===== src/rtl/inv_evt_pkg.sv =====
// Package: shared register select codes and bit positions for the
// invalidation completion event controller.
package inv_evt_pkg;
    localparam int SEL_W    = 3;
    localparam int DONE_BIT = 0;
    localparam int N_STORE  = 3;

    typedef enum logic [SEL_W-1:0] {
        SEL_STATUS  = 3'd0,
        SEL_CTRL    = 3'd1,
        SEL_DATA    = 3'd2,
        SEL_ADDR_LO = 3'd3,
        SEL_ADDR_HI = 3'd4
    } reg_sel_e;
endpackage


===== src/rtl/inv_evt_store.sv =====
// Module: plain read/write storage for message data and address words.
// Assumes the storage selects are consecutive, starting at SEL_DATA.
module inv_evt_store
    import inv_evt_pkg::*;
#(
    parameter int W = 32,
    parameter int N = N_STORE
) (
    input  logic             clk,
    input  logic             rst_n,
    input  logic             wr_en,
    input  logic [SEL_W-1:0] wr_sel,
    input  logic [W-1:0]     wr_data,
    output logic [N*W-1:0]   store_flat
);
    for (genvar g = 0; g < N; g++) begin : g_word
        localparam logic [SEL_W-1:0] MY_SEL = SEL_W'(int'(SEL_DATA) + g);
        logic [W-1:0] word_q;

        // Capture a software write addressed to this word.
        always_ff @(posedge clk) begin
            if (!rst_n)
                word_q <= '0;
            else if (wr_en && (wr_sel == MY_SEL))
                word_q <= wr_data;
        end

        assign store_flat[g*W +: W] = word_q;
    end
endmodule


===== src/rtl/inv_evt_status.sv =====
// Module: completion flag, mask and pending state plus the launch decision.
// Assumes a single write port, so a status write and a control write never
// fall in the same cycle. A software flag clear beats a coincident completion.
module inv_evt_status
    import inv_evt_pkg::*;
#(
    parameter int W = 32
) (
    input  logic             clk,
    input  logic             rst_n,
    input  logic             cpl_req,
    input  logic             wr_en,
    input  logic [SEL_W-1:0] wr_sel,
    input  logic [W-1:0]     wr_data,
    input  logic             out_free,
    output logic             iwc,
    output logic             im,
    output logic             ip,
    output logic             launch
);
    localparam int MASK_BIT = W - 1;

    logic iwc_q, im_q, ip_q;
    logic sts_wr, ctl_wr, iwc_clr, new_cpl, im_nx, pend, iwc_nx, ip_nx;

    // Next-state and launch decision for the event bits.
    always_comb begin
        sts_wr  = wr_en && (wr_sel == SEL_STATUS);
        ctl_wr  = wr_en && (wr_sel == SEL_CTRL);
        iwc_clr = sts_wr && wr_data[DONE_BIT];
        new_cpl = cpl_req && !iwc_q && !iwc_clr;
        im_nx   = ctl_wr ? wr_data[MASK_BIT] : im_q;
        pend    = (ip_q || new_cpl) && !iwc_clr;
        launch  = pend && !im_nx && out_free;
        ip_nx   = pend && !launch;
        iwc_nx  = iwc_clr ? 1'b0 : (iwc_q || new_cpl);
    end

    // Event state registers; mask comes up set.
    always_ff @(posedge clk) begin
        if (!rst_n) begin
            iwc_q <= 1'b0;
            im_q  <= 1'b1;
            ip_q  <= 1'b0;
        end else begin
            iwc_q <= iwc_nx;
            im_q  <= im_nx;
            ip_q  <= ip_nx;
        end
    end

    assign iwc = iwc_q;
    assign im  = im_q;
    assign ip  = ip_q;
endmodule


===== src/rtl/inv_evt_msg.sv =====
// Module: output holding register for the interrupt message.
// Assumes launch is only asserted when out_free is high.
module inv_evt_msg #(
    parameter int AW = 64,
    parameter int DW = 32
) (
    input  logic          clk,
    input  logic          rst_n,
    input  logic          launch,
    input  logic [AW-1:0] src_addr,
    input  logic [DW-1:0] src_data,
    input  logic          irq_ready,
    output logic          irq_valid,
    output logic [AW-1:0] irq_addr,
    output logic [DW-1:0] irq_data,
    output logic          out_free
);
    logic          valid_q;
    logic [AW-1:0] addr_q;
    logic [DW-1:0] data_q;

    // Output can take a new message when empty or being drained now.
    assign out_free = !valid_q || irq_ready;

    // Load on launch, drop valid on acceptance.
    always_ff @(posedge clk) begin
        if (!rst_n) begin
            valid_q <= 1'b0;
            addr_q  <= '0;
            data_q  <= '0;
        end else if (launch) begin
            valid_q <= 1'b1;
            addr_q  <= src_addr;
            data_q  <= src_data;
        end else if (irq_ready) begin
            valid_q <= 1'b0;
        end
    end

    assign irq_valid = valid_q;
    assign irq_addr  = addr_q;
    assign irq_data  = data_q;
endmodule


===== src/rtl/inv_cpl_evt_ctrl.sv =====
// Module: top of the invalidation completion event controller.
// Ties together event state, message storage, output holding register and
// a combinational read mux. Message address is {high word, low word}.
module inv_cpl_evt_ctrl
    import inv_evt_pkg::*;
#(
    parameter int REG_W = 32
) (
    input  logic               clk,
    input  logic               rst_n,
    input  logic               cpl_req,
    input  logic               wr_en,
    input  logic [2:0]         wr_sel,
    input  logic [REG_W-1:0]   wr_data,
    input  logic [2:0]         rd_sel,
    output logic [REG_W-1:0]   rd_data,
    output logic               irq_valid,
    input  logic               irq_ready,
    output logic [2*REG_W-1:0] irq_addr,
    output logic [REG_W-1:0]   irq_data
);
    localparam int AW = 2 * REG_W;

    logic [N_STORE*REG_W-1:0] store_flat;
    logic [REG_W-1:0]         msg_data, addr_lo, addr_hi;
    logic iwc_s, im_s, ip_s, launch_s, out_free_s;

    assign msg_data = store_flat[0*REG_W +: REG_W];
    assign addr_lo  = store_flat[1*REG_W +: REG_W];
    assign addr_hi  = store_flat[2*REG_W +: REG_W];

    inv_evt_store #(.W(REG_W), .N(N_STORE)) u_store (
        .clk(clk), .rst_n(rst_n), .wr_en(wr_en), .wr_sel(wr_sel),
        .wr_data(wr_data), .store_flat(store_flat)
    );

    inv_evt_status #(.W(REG_W)) u_status (
        .clk(clk), .rst_n(rst_n), .cpl_req(cpl_req), .wr_en(wr_en),
        .wr_sel(wr_sel), .wr_data(wr_data), .out_free(out_free_s),
        .iwc(iwc_s), .im(im_s), .ip(ip_s), .launch(launch_s)
    );

    inv_evt_msg #(.AW(AW), .DW(REG_W)) u_msg (
        .clk(clk), .rst_n(rst_n), .launch(launch_s),
        .src_addr({addr_hi, addr_lo}), .src_data(msg_data),
        .irq_ready(irq_ready), .irq_valid(irq_valid),
        .irq_addr(irq_addr), .irq_data(irq_data), .out_free(out_free_s)
    );

    // Software read mux.
    always_comb begin
        rd_data = '0;
        case (rd_sel)
            SEL_STATUS:  rd_data[DONE_BIT] = iwc_s;
            SEL_CTRL: begin
                rd_data[REG_W-1] = im_s;
                rd_data[REG_W-2] = ip_s;
            end
            SEL_DATA:    rd_data = msg_data;
            SEL_ADDR_LO: rd_data = addr_lo;
            SEL_ADDR_HI: rd_data = addr_hi;
            default:     rd_data = '0;
        endcase
    end
endmodule


===== config.mk =====
export PLATFORM = sky130hd
export DESIGN_NAME = inv_cpl_evt_ctrl
export DESIGN_NICKNAME = d
export VERILOG_FILES = /design/src/rtl/inv_evt_pkg.sv /design/src/rtl/inv_evt_store.sv /design/src/rtl/inv_evt_status.sv /design/src/rtl/inv_evt_msg.sv /design/src/rtl/inv_cpl_evt_ctrl.sv
export SDC_FILE = /design/constraint.sdc
export NUM_CORES = 1
export LEC_CHECK = 0
export ABC_AREA = 1
export BUFFER_PORTS_ARGS = -buffer_cell sky130_fd_sc_hd__buf_4
export CAP_MARGIN = 40
export CORE_AREA = 2 2 124 126
export DETAILED_ROUTE_END_ITERATION = 6
export DIE_AREA = 0 0 126 128
export GPL_TIMING_DRIVEN = 0
export PLACE_DENSITY = 0.95
export SYNTH_ARGS = -nofsm -noshare
export SYNTH_HDL_FRONTEND = slang
export SYNTH_SLANG_ARGS = --single-unit
export TNS_END_PERCENT = 50

===== constraint.sdc =====
create_clock -name clk -period 2.72 [get_ports clk]
set_input_delay 0.272 -clock clk [delete_from_list [all_inputs] [get_ports clk]]
set_output_delay 0.272 -clock clk [all_outputs]
set_load 0.01 [all_outputs]

==> results of run 1 <==
-- layout make-up --
cell class                 count  area (sq um)  area share, %
multi-input combinational    671          3190           29.8
tap                          188           235           2.19
clock inverter                13           159           1.48
timing repair buffer         170          1280           11.9
buffer                        89           368           3.43
clock buffer                  19           443           4.13
sequential                   196          3920           36.6
inverter                     299          1120           10.5
-- power groups by stage --
| stage | combinational, W | clock, W | sequential (W) |
|---|---|---|---|
| after CTS | 0.000671 | 0.00256 | 0.00301 |
| after global placement | 0.000643 | 0 | 0.00307 |
| final | 0.000692 | 0.00259 | 0.00301 |
| after global routing | 0.000757 | 0.00268 | 0.00301 |
| after detailed placement | 0.000661 | 0 | 0.00307 |
| after floorplan | 0.000374 | 0 | 0.00308 |
-- stage by stage --
step / instance area, sq um / power [W]
finish: 10700 / 0.00629
global route: 10700 / 0.00645
CTS: 10700 / 0.00624
detailed placement: 10100 / 0.00373
global placement: 10100 / 0.00371
floorplan: 8610 / 0.00345
-- worst max-delay path: cells and delay by family --
kind | cells | cell delay, ps
buffers and inverters | 3 | 880
AOI/OAI and AO/OA | 1 | 160
and+or+nand+nor | 2 | 680
-- synthesized netlist by cell type (4+ instances only) --
cell	number
sky130_fd_sc_hd__dfxtp_1	196
sky130_fd_sc_hd__nand2_1	232
sky130_fd_sc_hd__inv_1	295
sky130_fd_sc_hd__buf_2	15
sky130_fd_sc_hd__o21ai_0	98
sky130_fd_sc_hd__buf_1	6
sky130_fd_sc_hd__nand4_1	98
sky130_fd_sc_hd__a21oi_1	97
sky130_fd_sc_hd__clkbuf_1	65
sky130_fd_sc_hd__o221ai_1	30
sky130_fd_sc_hd__nand3_1	6
sky130_fd_sc_hd__inv_2	4
sky130_fd_sc_hd__nor2_1	102
-- per-layer routing --
| layer | GRT usage (%) | share of wire (%) | vias to the layer above |
|---|---|---|---|
| met5 | 0 | 0 | - |
| met4 | 14.6 | 4.3 | 0 |
| met3 | 7.35 | 12 | 109 |
| met2 | 53.2 | 45 | 603 |
| met1 | 41.9 | 38 | 4112 |
| li1 | - | - | 4296 |
-- cells by family after synthesis --
logic type             Yosys count  share of synthesized area, %
AOI/OAI and AO/OA              228                          14.7
buffers and inverters          388                          17.3
DFF                            196                          45.6
and+or+nand+nor                443                          22.4
-- placed cells by master, fill, tap and decap left out --
master / count
sky130_fd_sc_hd__a21boi_1: 1
sky130_fd_sc_hd__a21oi_1: 97
sky130_fd_sc_hd__buf_1: 6
sky130_fd_sc_hd__buf_2: 15
sky130_fd_sc_hd__buf_4: 172
sky130_fd_sc_hd__buf_6: 1
sky130_fd_sc_hd__bufinv_16: 3
sky130_fd_sc_hd__clkbuf_1: 66
sky130_fd_sc_hd__clkbuf_16: 17
sky130_fd_sc_hd__clkbuf_8: 1
sky130_fd_sc_hd__clkinv_2: 3
sky130_fd_sc_hd__clkinv_4: 1
sky130_fd_sc_hd__clkinvlp_4: 6
sky130_fd_sc_hd__dfxtp_1: 196
sky130_fd_sc_hd__inv_1: 295
sky130_fd_sc_hd__inv_2: 4
sky130_fd_sc_hd__nand2_1: 232
sky130_fd_sc_hd__nand2_2: 1
sky130_fd_sc_hd__nand3_1: 6
sky130_fd_sc_hd__nand3_2: 1
sky130_fd_sc_hd__nand4_1: 98
sky130_fd_sc_hd__nor2_1: 102
sky130_fd_sc_hd__nor2_2: 2
sky130_fd_sc_hd__nor3_1: 1
sky130_fd_sc_hd__o2111ai_1: 2
sky130_fd_sc_hd__o21ai_0: 98
sky130_fd_sc_hd__o221ai_1: 30
-- registers in the layout (all words and copies together), names as in the netlist --
| signal | count |
|---|---|
| u_status.iwc | 1 |
| u_store.g_word.word_q | 96 |
| u_msg.irq_valid | 1 |
| u_msg.irq_addr | 64 |
| u_status.im | 1 |
| u_status.ip | 1 |
| u_msg.irq_data | 32 |
-- worst paths after layout --
| path | from | to | slack, ps | cells after the start |
|---|---|---|---|---|
| worst min register to register | u_store.g_word[0].word_q[14]$_SDFFE_PN0P_ | u_store.g_word[0].word_q[14]$_SDFFE_PN0P_ | 480 | 2 |
| worst max-delay path | rd_sel[2] | rd_data[3] | 470 | 6 |
| worst max register to register | u_msg.irq_valid$_SDFFE_PN0P_ | u_msg.irq_addr[45]$_SDFFE_PN0P_ | 510 | 6 |
| worst min-delay path | cpl_req | u_status.iwc$_SDFF_PP0_ | 130 | 3 |
==> report_table.html, run 1 <==
<table>
<tr><th>Metric</th><th>Value</th></tr>
<tr><th colspan="2">Power and ir drop</th></tr>
<tr><td>Part of the power in registers</td><td>47.8%</td></tr>
<tr><td>Sw Ratio</td><td>25.7%</td></tr>
<tr><td>Clock network power share</td><td>41.2%</td></tr>
<tr><td>Peak ir drop on the vdd network</td><td>0.510 mV</td></tr>
<tr><td>Net switching power of the design</td><td>0.00162 W</td></tr>
<tr><td>Total power divided by cell area</td><td>586 nW/um^2</td></tr>
<tr><td>Standby leakage power</td><td>4.84 nW</td></tr>
<tr><td>Internal power</td><td>0.00467 W</td></tr>
<tr><td>Combinational cell fraction of total power</td><td>11.0%</td></tr>
<tr><th colspan="2">Timing</th></tr>
<tr><td>Relative slew slack</td><td>51.9%</td></tr>
<tr><td>Tightest Pin Transition</td><td>722 ps</td></tr>
<tr><td>Count of final max-slew check failures</td><td>0</td></tr>
<tr><td>Unrepaired setup endpoints after global routing</td><td>false</td></tr>
<tr><td>Final Hold Vio Count</td><td>0</td></tr>
<tr><td>Share of the cycle needed by the critical path after routing</td><td>82.8%</td></tr>
<tr><td>Final critical delay including setup and external delays</td><td>2250 ps</td></tr>
<tr><td>Final Setup Violations</td><td>0</td></tr>
<tr><td>Accumulated negative setup slack</td><td>0 ps</td></tr>
<tr><td>Setup slack of the critical path after layout</td><td>467 ps</td></tr>
<tr><td>Worst hold margin</td><td>126 ps</td></tr>
<tr><td>Worst clock skew on the final layout</td><td>9.43 ps</td></tr>
<tr><td>FMAX</td><td>0.444 GHz</td></tr>
<tr><th colspan="2">Synthesis</th></tr>
<tr><td>Number of enable-type register cells in the synthesized netlist</td><td>0</td></tr>
<tr><td>Average cell area after synthesis</td><td>6.86 sq um</td></tr>
<tr><td>Netlist area before placement</td><td>8610 sq um</td></tr>
<tr><td>Number of warnings printed during yosys synthesis</td><td>0</td></tr>
<tr><td>Post-Syn Instances</td><td>1255</td></tr>
<tr><td>Count of distinct cell types in the synthesized netlist</td><td>21</td></tr>
<tr><td>Area contributors post-synth</td><td>sky130_fd_sc_hd__dfxtp_1, sky130_fd_sc_hd__inv_1, sky130_fd_sc_hd__nand2_1, sky130_fd_sc_hd__nand4_1, sky130_fd_sc_hd__o21ai_0</td></tr>
<tr><td>Fraction of synthesized cell area taken by the top area cell type</td><td>45.6%</td></tr>
<tr><td>Dominant register cell in the synthesized netlist</td><td>sky130_fd_sc_hd__dfxtp_1</td></tr>
<tr><td>Net Count, Synth</td><td>1298</td></tr>
<tr><td>Sequential element share of the synthesized area</td><td>45.6%</td></tr>
<tr><td>Largest area contributor in the synthesized netlist</td><td>sky130_fd_sc_hd__dfxtp_1</td></tr>
<tr><td>Synthesized flop and latch total</td><td>196</td></tr>
<tr><td>Share of flip-flops with an asynchronous set or reset</td><td>0%</td></tr>
<tr><th colspan="2">Routing</th></tr>
<tr><td>Average wire per standard cell</td><td>16.3 um</td></tr>
<tr><td>Number of design rule violations left after detail routing</td><td>4</td></tr>
<tr><td>Via-to-Cell Ratio</td><td>5.54</td></tr>
<tr><td>Antenna Nets Post-Route</td><td>0</td></tr>
<tr><td>Total number of vias</td><td>9120</td></tr>
<tr><td>Count of routing violations after the opening detailed-route iteration</td><td>1326</td></tr>
<tr><td>First-pass iteration count of the detailed router</td><td>7</td></tr>
<tr><td>Wirelength, routed</td><td>26.9 mm</td></tr>
<tr><th colspan="2">Worst setup path</th></tr>
<tr><td>Maximum fanout along the worst path</td><td>10</td></tr>
<tr><td>Setup Crit Path Kind</td><td>in2out</td></tr>
<tr><td>Cell occurring most often along the worst timing path</td><td>sky130_fd_sc_hd__buf_4</td></tr>
<tr><td>Worst path cell trace</td><td>buf_4 &gt; nor3_1 &gt; clkbuf_1 &gt; nand2_1 &gt; o221ai_1 &gt; buf_4</td></tr>
<tr><td>Data arrival at the endpoint of the critical path</td><td>1980 ps</td></tr>
<tr><td>Slowest cell delay on critical path</td><td>560 ps</td></tr>
<tr><td>Slowest stage cell on the critical path</td><td>sky130_fd_sc_hd__clkbuf_1</td></tr>
<tr><td>Required time of the critical path</td><td>2450 ps</td></tr>
<tr><td>Type of element capturing the critical path</td><td>primary output</td></tr>
<tr><td>Launching element type of the critical path</td><td>input pin</td></tr>
<tr><th colspan="2">Clock network</th></tr>
<tr><td>CTS tree</td><td>yes</td></tr>
<tr><td>CTS Root Cell</td><td>sky130_fd_sc_hd__clkbuf_16</td></tr>
<tr><td>Worst skew pair latency</td><td>450 ps</td></tr>
<tr><td>Clock buffer depth</td><td>2</td></tr>
<tr><td>H-tree depth</td><td>4</td></tr>
<tr><td>Post CTS Setup Buffer Count</td><td>0</td></tr>
<tr><td>Clk slew on worst S/H paths</td><td>70 ps</td></tr>
<tr><td>CTS buffer count</td><td>17</td></tr>
<tr><td>Post-CTS resize count</td><td>0</td></tr>
<tr><td>Clk sink count</td><td>196</td></tr>
<tr><td>Cts-stage hold buffer count</td><td>0</td></tr>
<tr><th colspan="2">Global route</th></tr>
<tr><td>Overall fraction of global-route tracks in use</td><td>32.7%</td></tr>
<tr><td>Aggregate global routing overflow</td><td>0</td></tr>
<tr><td>First-pass GRT wire length</td><td>41.8 mm</td></tr>
<tr><td>Maximum number of pins on one net before global-route repair</td><td>17</td></tr>
<tr><td>Antenna violations before repair</td><td>0</td></tr>
<tr><td>Vias in the first global route</td><td>8271</td></tr>
<tr><th colspan="2">Finish</th></tr>
<tr><td>Final cell utilization of the core</td><td>72.1%</td></tr>
<tr><td>Number of diodes</td><td>0</td></tr>
<tr><td>Cell Count, Final, Fillers Out</td><td>1645</td></tr>
<tr><td>Layout cells sized above 1</td><td>15.6%</td></tr>
<tr><td>Fillers</td><td>1129</td></tr>
<tr><td>Number of nets in the layout</td><td>1487</td></tr>
<tr><td>Area growth from synthesis to final layout</td><td>24.5%</td></tr>
<tr><th colspan="2">Outcome</th></tr>
<tr><td>Status</td><td>complete, but fails checks</td></tr>
<tr><td>Violations in the final reports</td><td>design-rule violations</td></tr>
<tr><th colspan="2">Floorplan</th></tr>
<tr><td>Num rows</td><td>45</td></tr>
<tr><td>Ports placed on the boundary</td><td>172</td></tr>
<tr><td>Core Region</td><td>14900 sq um</td></tr>
<tr><td>Horizontal extent of the die</td><td>126 um</td></tr>
<tr><td>Die outline area</td><td>16100 sq um</td></tr>
<tr><td>Starting Density</td><td>57.9%</td></tr>
<tr><td>Die span in y</td><td>128 um</td></tr>
<tr><th colspan="2">Placed design</th></tr>
<tr><td>Worst-case setup slack after placement</td><td>550 ps</td></tr>
<tr><td>Number of port buffers</td><td>170</td></tr>
<tr><td>Number of placed cells counting well taps</td><td>1613</td></tr>
<tr><td>GPL Wtd Cong</td><td>0.954</td></tr>
<tr><td>HPWL Detailed</td><td>19.4 mm</td></tr>
<tr><th colspan="2">Worst hold path</th></tr>
<tr><td>Hold Crit Class</td><td>in2reg</td></tr>
<tr><th colspan="2">Run</th></tr>
<tr><td>Max-cap viol count</td><td>0</td></tr>
</table>
No activity file was read; power rests on OpenSTA's default activity.
==> run 2: changes to the inputs <==
--- a/config.mk
+++ b/config.mk
@@ -5,14 +5,14 @@
 export SDC_FILE = /design/constraint.sdc
 export NUM_CORES = 1
 export LEC_CHECK = 0
-export ABC_AREA = 1
+export ABC_AREA = 0
 export BUFFER_PORTS_ARGS = -buffer_cell sky130_fd_sc_hd__buf_4
 export CAP_MARGIN = 40
-export CORE_AREA = 2 2 124 126
+export CORE_AREA = 2 2 126 128
 export DETAILED_ROUTE_END_ITERATION = 6
-export DIE_AREA = 0 0 126 128
+export DIE_AREA = 0 0 128 130
 export GPL_TIMING_DRIVEN = 0
-export PLACE_DENSITY = 0.95
+export PLACE_DENSITY = 0.91
 export SYNTH_ARGS = -nofsm -noshare
 export SYNTH_HDL_FRONTEND = slang
 export SYNTH_SLANG_ARGS = --single-unit
==> constraint.sdc (replaced) <==
create_clock -name clk -period 2.1 [get_ports clk]
set_input_delay 0.21 -clock clk [delete_from_list [all_inputs] [get_ports clk]]
set_output_delay 0.21 -clock clk [all_outputs]
set_load 0.01 [all_outputs]
==> run 2 against run 1 <==
Net effect:
- the run now ends clean
- final cell count is 17% lower
- wire length is 8.7% lower
- critical path depth is the same
- core utilization is 5.1 points lower
- first-iteration DRC count shrank 42%
- clock-buffer cell count rose by 2
- non-clock buffer count shrank 16
- clock skew fell by 2.3 ps
- hold slack lost 100 ps
- critical endpoint is now rd_data[10]
- highest routed layer unchanged
==> report_table.html, run 2 <==
<table>
<tr><th>Metric</th><th>Value</th></tr>
<tr><th colspan="2">Outcome</th></tr>
<tr><td>Status</td><td>complete, no violations</td></tr>
<tr><th colspan="2">Power and ir drop</th></tr>
<tr><td>Clock network power share</td><td>44.0%</td></tr>
<tr><td>Standby leakage power</td><td>3.83 nW</td></tr>
<tr><td>Part of the power in registers</td><td>49.3%</td></tr>
<tr><td>Sum of internal, switching and leakage power</td><td>0.00770 W</td></tr>
<tr><td>Internal power</td><td>0.00589 W</td></tr>
<tr><td>Total power divided by cell area</td><td>744 nW/um^2</td></tr>
<tr><td>Sw Ratio</td><td>23.4%</td></tr>
<tr><td>Combinational cell fraction of total power</td><td>6.7%</td></tr>
<tr><td>Net switching power of the design</td><td>0.00180 W</td></tr>
<tr><td>Peak ir drop on the vdd network</td><td>0.631 mV</td></tr>
<tr><th colspan="2">Synthesis</th></tr>
<tr><td>Netlist area before placement</td><td>8200 sq um</td></tr>
<tr><td>Sequential element share of the synthesized area</td><td>47.8%</td></tr>
<tr><td>Fraction of synthesized cell area taken by the top area cell type</td><td>47.8%</td></tr>
<tr><td>Net Count, Synth</td><td>1015</td></tr>
<tr><td>Largest area contributor in the synthesized netlist</td><td>sky130_fd_sc_hd__dfxtp_1</td></tr>
<tr><td>Top cell types by occurrence after synthesis</td><td>sky130_fd_sc_hd__nand2_1, sky130_fd_sc_hd__dfxtp_1, sky130_fd_sc_hd__mux2i_1</td></tr>
<tr><td>Area contributors post-synth</td><td>sky130_fd_sc_hd__dfxtp_1, sky130_fd_sc_hd__nand2_1, sky130_fd_sc_hd__mux2i_1, sky130_fd_sc_hd__a21boi_0, sky130_fd_sc_hd__clkbuf_1</td></tr>
<tr><td>Synthesized flop and latch total</td><td>196</td></tr>
<tr><td>Count of distinct cell types in the synthesized netlist</td><td>28</td></tr>
<tr><td>Post-Syn Instances</td><td>972</td></tr>
<tr><td>Share of flip-flops with an asynchronous set or reset</td><td>0%</td></tr>
<tr><td>Dominant register cell in the synthesized netlist</td><td>sky130_fd_sc_hd__dfxtp_1</td></tr>
<tr><td>Number of warnings printed during yosys synthesis</td><td>0</td></tr>
<tr><td>Average cell area after synthesis</td><td>8.44 sq um</td></tr>
<tr><td>Most used standard cell by instance count after synthesis</td><td>sky130_fd_sc_hd__nand2_1</td></tr>
<tr><td>Number of enable-type register cells in the synthesized netlist</td><td>0</td></tr>
<tr><th colspan="2">Timing</th></tr>
<tr><td>Final Setup Violations</td><td>0</td></tr>
<tr><td>FMAX</td><td>0.496 GHz</td></tr>
<tr><td>Share of the cycle needed by the critical path after routing</td><td>96.0%</td></tr>
<tr><td>Final Hold Vio Count</td><td>0</td></tr>
<tr><td>Setup slack of the critical path after layout</td><td>83.0 ps</td></tr>
<tr><td>Worst clock skew on the final layout</td><td>7.13 ps</td></tr>
<tr><td>Tightest Pin Transition</td><td>689 ps</td></tr>
<tr><td>Unrepaired setup endpoints after global routing</td><td>true</td></tr>
<tr><td>Relative slew slack</td><td>54.1%</td></tr>
<tr><td>Final critical delay including setup and external delays</td><td>2020 ps</td></tr>
<tr><td>Count of final max-slew check failures</td><td>0</td></tr>
<tr><th colspan="2">Floorplan</th></tr>
<tr><td>Die span in y</td><td>130 um</td></tr>
<tr><td>Core Region</td><td>15400 sq um</td></tr>
<tr><td>Die outline area</td><td>16600 sq um</td></tr>
<tr><td>Num rows</td><td>46</td></tr>
<tr><td>Ports placed on the boundary</td><td>172</td></tr>
<tr><td>Horizontal extent of the die</td><td>128 um</td></tr>
<tr><td>Starting Density</td><td>53.2%</td></tr>
<tr><th colspan="2">Worst setup path</th></tr>
<tr><td>Setup Crit Path Kind</td><td>in2out</td></tr>
<tr><td>Maximum fanout along the worst path</td><td>10</td></tr>
<tr><td>Slowest cell delay on critical path</td><td>520 ps</td></tr>
<tr><td>Number of cells on the worst reg-to-reg path</td><td>7</td></tr>
<tr><td>Cell occurring most often along the worst timing path</td><td>sky130_fd_sc_hd__clkbuf_1</td></tr>
<tr><td>Data arrival at the endpoint of the critical path</td><td>1810 ps</td></tr>
<tr><td>Required time of the critical path</td><td>1890 ps</td></tr>
<tr><td>Worst path cell trace</td><td>clkbuf_1 &gt; nand2b_1 &gt; clkbuf_1 &gt; clkbuf_2 &gt; o21ai_0 &gt; buf_4</td></tr>
<tr><td>Slowest stage cell on the critical path</td><td>sky130_fd_sc_hd__clkbuf_1</td></tr>
<tr><td>Launching element type of the critical path</td><td>input pin</td></tr>
<tr><td>Type of element capturing the critical path</td><td>primary output</td></tr>
<tr><th colspan="2">Clock network</th></tr>
<tr><td>Cts-stage hold buffer count</td><td>0</td></tr>
<tr><td>Post CTS Setup Buffer Count</td><td>0</td></tr>
<tr><td>H-tree depth</td><td>4</td></tr>
<tr><td>Clock buffer depth</td><td>2</td></tr>
<tr><td>Clk sink count</td><td>196</td></tr>
<tr><td>Clk slew on worst S/H paths</td><td>70 ps</td></tr>
<tr><td>Worst skew pair latency</td><td>450 ps</td></tr>
<tr><td>CTS tree</td><td>yes</td></tr>
<tr><td>CTS Root Cell</td><td>sky130_fd_sc_hd__clkbuf_16</td></tr>
<tr><td>CTS buffer count</td><td>17</td></tr>
<tr><th colspan="2">Placed design</th></tr>
<tr><td>Worst-case setup slack after placement</td><td>-144 ps</td></tr>
<tr><td>GPL Wtd Cong</td><td>0.892</td></tr>
<tr><td>Number of port buffers</td><td>168</td></tr>
<tr><td>HPWL Detailed</td><td>17.4 mm</td></tr>
<tr><th colspan="2">Worst hold path</th></tr>
<tr><td>Hold Crit Class</td><td>in2reg</td></tr>
<tr><td>Hold depth</td><td>3</td></tr>
<tr><th colspan="2">Global route</th></tr>
<tr><td>Aggregate global routing overflow</td><td>0</td></tr>
<tr><td>Vias in the first global route</td><td>7303</td></tr>
<tr><td>Overall fraction of global-route tracks in use</td><td>29.3%</td></tr>
<tr><td>First-pass GRT wire length</td><td>37.5 mm</td></tr>
<tr><td>Antenna violations before repair</td><td>0</td></tr>
<tr><td>Maximum number of pins on one net before global-route repair</td><td>17</td></tr>
<tr><th colspan="2">Finish</th></tr>
<tr><td>Max FFs per register</td><td>96</td></tr>
<tr><td>Layout cells sized above 1</td><td>18.9%</td></tr>
<tr><td>Number of diodes</td><td>0</td></tr>
<tr><td>Top reg by flops</td><td>u_store.g_word.word_q</td></tr>
<tr><td>Number of nets in the layout</td><td>1203</td></tr>
<tr><td>Commonest non-fill, non-tap cell in the layout</td><td>sky130_fd_sc_hd__nand2_1</td></tr>
<tr><td>Most used cells in the layout excluding fill and tap cells</td><td>sky130_fd_sc_hd__nand2_1, sky130_fd_sc_hd__dfxtp_1, sky130_fd_sc_hd__buf_4, sky130_fd_sc_hd__mux2i_1, sky130_fd_sc_hd__a21boi_0</td></tr>
<tr><td>Area growth from synthesis to final layout</td><td>26.1%</td></tr>
<tr><th colspan="2">Routing</th></tr>
<tr><td>Number of design rule violations left after detail routing</td><td>0</td></tr>
<tr><td>First-pass iteration count of the detailed router</td><td>5</td></tr>
<tr><td>Wirelength, routed</td><td>24.5 mm</td></tr>
<tr><td>Via-to-Cell Ratio</td><td>5.58</td></tr>
<tr><td>Average wire per standard cell</td><td>18.0 um</td></tr>
<tr><td>Antenna Nets Post-Route</td><td>0</td></tr>
<tr><td>Count of routing violations after the opening detailed-route iteration</td><td>773</td></tr>
<tr><td>Total number of vias</td><td>7613</td></tr>
<tr><th colspan="2">Run</th></tr>
<tr><td>Max-cap viol count</td><td>0</td></tr>
</table>
[run 2: changes by cell type in the layout (fill, tap and decap cells not counted), sizes merged, moves of 7 or more]
| cell | delta |
|---|---|
| nand3 | -7 |
| nand2 | +187 |
| nand4 | -98 |
| o21ai | -65 |
| buf | -13 |
| mux2i | +127 |
| nor2 | -101 |
| o221ai | -30 |
| a21boi | +96 |
| inv | -298 |
| a21oi | -95 |
[run 2: power groups by stage]
stage                     clock network, W  registers, W  logic (W)
after floorplan                          0       0.00387   0.000277
after global placement                   0       0.00388   0.000484
after detailed placement                 0       0.00388   0.000499
after CTS                          0.00338       0.00379   0.000504
after global routing               0.00354       0.00380   0.000545
final                              0.00339       0.00380   0.000513
[run 2: through the flow]
step	cell area, sq um	hold WS [ps]	std cells	util [%]	setup TNS, ps
6_report	10300	24.6	1365	67.1	0
5_1_grt	10300	26.0	1365	67.1	-0.832
4_1_cts	10300	23.4	1365	67.0	0
3_5_place_dp	9720	448	1333	63.0	-1830
3_3_place_gp	9710	443	1332	62.9	-2740
2_1_floorplan	8200	345	972	-	0
[run 2: final timing paths]
kind | from | endpoint | slack, ps
setup / recovery | rd_sel[1] | rd_data[10] | 80
hold / removal | wr_data[7] | u_store.g_word[2].word_q[7]$_SDFFE_PN0P_ | 20
setup reg to reg | u_status.iwc$_SDFF_PP0_ | u_msg.irq_addr[48]$_SDFFE_PN0P_ | 340
hold reg to reg | u_msg.irq_data[7]$_SDFFE_PN0P_ | u_msg.irq_data[7]$_SDFFE_PN0P_ | 460
[run 2: final cells by class]
| class | instances | area [sq um] |
|---|---|---|
| well taps | 192 | 240 |
| fillers | 1190 | 5080 |
| plain buffers | 74 | 369 |
| flip-flops and latches | 196 | 3920 |
| inverters | 1 | 3.75 |
| multi-input cells | 701 | 3920 |
| clock inverters | 11 | 153 |
| repair buffers | 169 | 1270 |
| clock buffers | 21 | 460 |
[run 2: logic make-up (layout without fill, tap and decap cells)]
family / count (synthesis) / after routing / synth area share [%]
flip-flops: 196 / 196 / 47.8
AO/OA/AOI/OAI: 136 / 136 / 11.4
buffers and inverters: 75 / 276 / 4.45
AND/OR/NAND/NOR: 436 / 436 / 20.5
multiplexers: 129 / 129 / 15.8
[run 2: layer usage]
metal	GRT usage (%)	up-vias	share of wire, %
met5	0	-	0
met4	13.8	0	3.7
met2	48.3	418	47
li1	-	3533	-
met3	6.93	71	8.8
met1	36.7	3591	41
[run 2: what timing repair did]
item / 4_1_cts / 5_1_grt
gates resized for setup: 5 / 4
pin swaps: 0 / 0
setup endpoints to repair: 30 / 12
[run 2: critical path, delay by kind of cell]
kind                   cells  cell delay [ps]
AOI/OAI and AO/OA          1              190
buffers and inverters      4             1260
and+or+nand+nor            1              140
